--- src/rtl/gated_tracker_pkg.sv ---
package gated_tracker_pkg;

  localparam int STATE_W = 2;

  typedef enum logic [STATE_W-1:0] {
    ST_IDLE  = 2'd0,
    ST_TRACK = 2'd1
  } trackState_e;

  typedef struct packed {
    logic loadOut;
  } ctrlStrobe_t;

endpackage

--- src/rtl/gated_tracker_dp.sv ---
module gated_tracker_dp
  import gated_tracker_pkg::*;
#(
  parameter int IN_W   = 16,
  parameter int PROD_W = 32,
  parameter int GAIN   = 2,
  parameter int THRESH = 100
) (
  input  logic                     clk,
  input  logic                     rstN,
  input  logic signed [IN_W-1:0]   opA,
  input  logic signed [IN_W-1:0]   opB,
  input  ctrlStrobe_t              strobe,
  output logic                     atOrAbove,
  output logic signed [PROD_W-1:0] heldOut
);

  localparam int SUM_W = IN_W + 1;
  localparam logic signed [PROD_W-1:0] GAIN_S   = PROD_W'(GAIN);
  localparam logic signed [PROD_W-1:0] THRESH_S = PROD_W'(THRESH);

  logic signed [SUM_W-1:0]  opSum;
  logic signed [PROD_W-1:0] sumWide;
  logic signed [PROD_W-1:0] monitored;

  always_comb begin
    opSum     = SUM_W'(opA) + SUM_W'(opB);
    sumWide   = PROD_W'(opSum);
    monitored = sumWide * GAIN_S;
    atOrAbove = (monitored >= THRESH_S);
  end

  always_ff @(posedge clk or negedge rstN) begin
    if (!rstN) heldOut <= '0;
    else if (strobe.loadOut) heldOut <= monitored;
  end

  AST_HOLD_WHEN_IDLE: assert property (@(posedge clk) disable iff (!rstN)
    !strobe.loadOut |=> $stable(heldOut));

  AST_LOAD_TAKES_VALUE: assert property (@(posedge clk) disable iff (!rstN)
    strobe.loadOut |=> heldOut == $past(monitored));

  AST_LOAD_ONLY_AT_THRESH: assert property (@(posedge clk) disable iff (!rstN)
    strobe.loadOut |-> atOrAbove);

endmodule

--- src/rtl/gated_tracker_ctrl.sv ---
module gated_tracker_ctrl
  import gated_tracker_pkg::*;
(
  input  logic        clk,
  input  logic        rstN,
  input  logic        atOrAbove,
  output ctrlStrobe_t strobe,
  output logic        tracking
);

  trackState_e curState;
  trackState_e nextState;

  always_comb begin
    trackState_e shadow;
    shadow         = curState;
    strobe.loadOut = 1'b0;
    case (shadow)
      ST_IDLE: begin
        if (atOrAbove) shadow = ST_TRACK;
      end
      ST_TRACK: begin
        if (!atOrAbove) shadow = ST_IDLE;
        else strobe.loadOut = 1'b1;
      end
      default: shadow = ST_TRACK;
    endcase
    nextState = shadow;
  end

  always_ff @(posedge clk or negedge rstN) begin
    if (!rstN) curState <= ST_IDLE;
    else curState <= nextState;
  end

  assign tracking = (curState == ST_TRACK);

  AST_ENTER_TRACK: assert property (@(posedge clk) disable iff (!rstN)
    (curState == ST_IDLE && atOrAbove) |=> curState == ST_TRACK);

  AST_STAY_IDLE: assert property (@(posedge clk) disable iff (!rstN)
    (curState == ST_IDLE && !atOrAbove) |=> curState == ST_IDLE);

  AST_LEAVE_TRACK: assert property (@(posedge clk) disable iff (!rstN)
    (curState == ST_TRACK && !atOrAbove) |=> curState == ST_IDLE);

  AST_WRITE_XOR_MOVE: assert property (@(posedge clk) disable iff (!rstN)
    strobe.loadOut |=> $stable(curState));

  AST_LEGAL_STATE: assert property (@(posedge clk) disable iff (!rstN)
    curState == ST_IDLE || curState == ST_TRACK);

endmodule

--- src/rtl/gated_tracker.sv ---
module gated_tracker
  import gated_tracker_pkg::*;
#(
  parameter int IN_W   = 16,
  parameter int PROD_W = 32,
  parameter int GAIN   = 2,
  parameter int THRESH = 100
) (
  input  logic                     clk,
  input  logic                     rstN,
  input  logic signed [IN_W-1:0]   opA,
  input  logic signed [IN_W-1:0]   opB,
  output logic signed [PROD_W-1:0] heldOut,
  output logic                     tracking
);

  ctrlStrobe_t strobe;
  logic        atOrAbove;

  gated_tracker_dp #(
    .IN_W(IN_W), .PROD_W(PROD_W), .GAIN(GAIN), .THRESH(THRESH)
  ) u_dp (
    .clk(clk), .rstN(rstN), .opA(opA), .opB(opB),
    .strobe(strobe), .atOrAbove(atOrAbove), .heldOut(heldOut)
  );

  gated_tracker_ctrl u_ctrl (
    .clk(clk), .rstN(rstN), .atOrAbove(atOrAbove),
    .strobe(strobe), .tracking(tracking)
  );

endmodule

--- config.mk ---
export PLATFORM = sky130hd
export DESIGN_NAME = gated_tracker
export DESIGN_NICKNAME = d
export VERILOG_FILES = /design/src/rtl/gated_tracker_pkg.sv /design/src/rtl/gated_tracker_dp.sv /design/src/rtl/gated_tracker_ctrl.sv /design/src/rtl/gated_tracker.sv
export SDC_FILE = /design/constraint.sdc
export NUM_CORES = 1
export LEC_CHECK = 0
export ABC_AREA = 1
export ABC_CLOCK_PERIOD_IN_PS = 1600
export BUFFER_PORTS_ARGS = -buffer_cell sky130_fd_sc_hd__buf_2
export CAP_MARGIN = 20
export CORE_ASPECT_RATIO = 0.9
export CORE_MARGIN = 3
export CORE_UTILIZATION = 45
export DETAILED_ROUTE_END_ITERATION = 8
export HOLD_SLACK_MARGIN = 0.12
export PLACE_DENSITY = 0.72
export SYNTH_ARGS = -nofsm -noshare
export SYNTH_HDL_FRONTEND = slang
export SYNTH_SLANG_ARGS = --single-unit
--- constraint.sdc ---
create_clock -name clk -period 1.6 [get_ports clk]
set_input_delay 0.16 -clock clk [delete_from_list [all_inputs] [get_ports clk]]
set_output_delay 0.16 -clock clk [all_outputs]
set_load 0.005 [all_outputs]
==> flow_summary_export.csv <==
group,metric,value,unit
hold_path,holdPathStages,4,
worst_setup_path,r2r_slack,0.54,ns
drt,route.detailed.drc,0,
worst_setup_path,cp-startpoint,"opA[0]",
pwr,power.leakage,1.538,nW
finish,final_cell_mix,"nand2_1 (92), buf_2 (63), buf_4 (40)",
floorplanning,initial_core_util,48.01,%
place,portBuffers,65,
yosys,postSynthAreaPerCell,6.510,um^2
worst_setup_path,cp.required,1.73,ns
global_routing,grt-ovfl-total,0,
timing,fin_crit_sh,125.6,%
place,dp_worst_setup_slack,-0.7150,ns
timing,setup_viol,18,
drt,topRoutingLayerUsed,"met4",
global_routing,grt_pass1_vias,1770,
worst_setup_path,reg2reg_from,"u_ctrl.curState[0]",
worst_setup_path,path_class,"in2reg",
hold_path,hold_start,"opB[0]",
yosys,yosys_register_bits,18,
finish,drive_gt1_share,43.24,%
clock_network,h-tree-depth,1,
hold_path,hold_class,"in2reg",
clock_network,cts_made_buffers,3,
worst_setup_path,worstRegToRegCells,3,
place,hpwl,3443,um
global_routing,grt_pass1_wl,7148,um
yosys,yosysUniqueCellTypes,24,
drt,firstDrtPassIters,4,
drt,vias_per_cell,4.780,
timing,final_hold_viol_count,0,
finish,n_fill_cell,311,
worst_setup_path,cp-end-kind,"register",
floorplanning,ios,67,
floorplanning,coreArea,0.003810,mm^2
drt,routed_wl,4483,um
drt,dr_wl_met2,2146,um
yosys,synth_nets,333,
clock_network,clock-sinks,18,
global_routing,track_usage,18.37,%
worst_setup_path,path_max_fanout,7,
finish,area_delta_synth_final,47.33,%
drt,met1_length,1996,um
drt,dr.first_iter.drc_count,87,
clock_network,cts.clk_slew.worst_paths,0.06,ns
place,routabilityCongestion,0.8513,
finish,mostFrequentLayoutCell,"nand2_1",
timing,setup_slack,-0.4098,ns
drt,routedWlPerCell,10.60,um
worst_setup_path,r2r-end,"u_dp.heldOut[16]",
finish,fin_util,70.74,%
status,status,"finished with violations",
clock_network,cts_tree,"yes",
clock_network,clk_path_buf_depth,2,
floorplanning,dieArea,0.004867,mm^2
drt,met3_length,255,um
global_routing,grt_max_degree,19,
yosys,syn_area,0.001829,mm^2
timing,slew_viol_final,0,
yosys,yosysWarnings,0,
timing,holdWs,0.2083,ns
finish,regArea,450.4,um^2
hold_path,hold_end,"u_dp.heldOut[1]",
flow_run,cap_violations,0,
timing,fin_skew,0.001674,ns
drt,vias,2022,
yosys,ys_seq_area_share,24.62,%
status,violations,"negative setup slack",
floorplanning,die_h,66.49,um
worst_setup_path,arrival,2.14,ns
worst_setup_path,crit_path_start_kind,"primary input",
pwr,p_per_area,1066,mW/mm^2
clock_network,cts_root_buf,"clkbuf_8",
yosys,synthCells,281,
timing,finalCriticalPeriod,2.010,ns
timing,rsz0062_at_grt,"true",
pwr,peakVddDrop,0.4035,mV
global_routing,antenna_found_initial,0,
floorplanning,fp.dieW,73.21,um
floorplanning,num_rows,21,
finish,nNetsFinal,430,
drt,detail-route-antenna-nets,0,
timing,fmax,0.4976,GHz
clock_network,insertion_delay,0.25,ns
finish,multiInputGateArea,0.001295,mm^2
finish,diodes,0,
-- metal layers --
layer	global-route usage [%]	up-vias
met4	8.525	0
met2	32.14	61
met1	23.15	892
met3	0.6033	7
met5	0	-
li1	-	1062
-- state kept, by name (all words and copies together) (netlist names) --
register         flops
u_dp.heldOut        17
u_ctrl.curState      1
-- Yosys cell counts --
cell type | number | area share [%]
nor2_1 | 18 | 3.7
inv_1 | 37 | 7.6
dfrtp_1 | 18 | 25
buf_4 | 15 | 6.2
nand4_1 | 3 | 1.0
nand3_2 | 3 | 1.6
a21oi_2 | 2 | 0.96
o21bai_1 | 1 | 0.41
fa_1 | 1 | 1.1
nor3_1 | 1 | 0.27
a22oi_2 | 1 | 0.68
nand2_1 | 105 | 22
a31oi_1 | 2 | 0.68
o21ai_0 | 11 | 3.0
conb_1 | 1 | 0.21
clkbuf_1 | 3 | 0.62
nor3_2 | 2 | 1.1
xor2_1 | 2 | 0.96
xor2_2 | 1 | 0.89
ha_1 | 17 | 12
nand3b_1 | 4 | 1.6
a21oi_1 | 9 | 2.5
nand3_1 | 16 | 4.4
nand2_2 | 8 | 2.7
-- worst max path at each step --
stage	end	slack (ns)	depth (start not counted)
5_1_grt	u_dp.heldOut[1]	-0.53	18
6_report	u_dp.heldOut[16]	-0.41	17
3_3_place_gp	u_dp.heldOut[15]	-0.67	18
2_1_floorplan	u_dp.heldOut[15]	-0.55	19
4_1_cts	u_dp.heldOut[15]	-0.33	18
3_5_place_dp	u_dp.heldOut[6]	-0.72	18
-- critical path: stages --
cell and delay (ns):
buf_6 0.10, ha_4 0.16, fa_2 0.39, nand2_2 0.09
nand2_2 0.06, nand3_4 0.09, nand2_4 0.08, nand2_1 0.09
nand2_2 0.06, nand2_1 0.10, nor2_2 0.04, nand3_2 0.05
nor2_2 0.04, a21oi_2 0.16, ha_4 0.25, buf_6 0.13
a31oi_1 0.08
-- layout make-up --
cell class / instances / area share, %
timing repair inverter: 1 / 0.3250
clock buffer: 4 / 2.043
timing repair buffer: 109 / 25.30
tap: 46 / 2.136
multi-input combinational: 208 / 48.05
sequential: 18 / 16.71
inverter: 37 / 5.432
-- through the flow --
step	instances	TNS [ns]	cell area [um^2]	power, mW
after floorplan	281	-9.195	1882	1.841
after global placement	407	-11.81	2359	2.243
after detailed placement	407	-12.34	2359	2.276
after CTS	422	-5.350	2592	2.806
after global routing	423	-9.182	2695	3.137
final	423	-6.717	2695	2.872
-- what timing repair did --
item / CTS / global route
gates resized for setup: 27 / 22
endpoints found under the setup margin: 18 / 18
hold endpoints to repair: 18 / 0
pin swaps: 6 / 9
gates cloned: 1 / 0
setup buffers: 9 / 1
hold buffers: 1 / 0
-- where the power goes --
group / switching [mW] / internal (mW)
Combinational: 0.812 / 0.846
Sequential: 0.166 / 0.686
Clock: 0.143 / 0.219
Total: 1.12 / 1.75
-- cells by family after synthesis --
kind of cell | synth area share [%]
other cells | 0.2050
buf+inv | 14.36
flops | 24.62
simple gates | 38.03
xor+xnor | 1.847
compound gates | 8.208
fa+ha+maj | 12.72
Note: power is estimated with default switching activity, not from simulation.
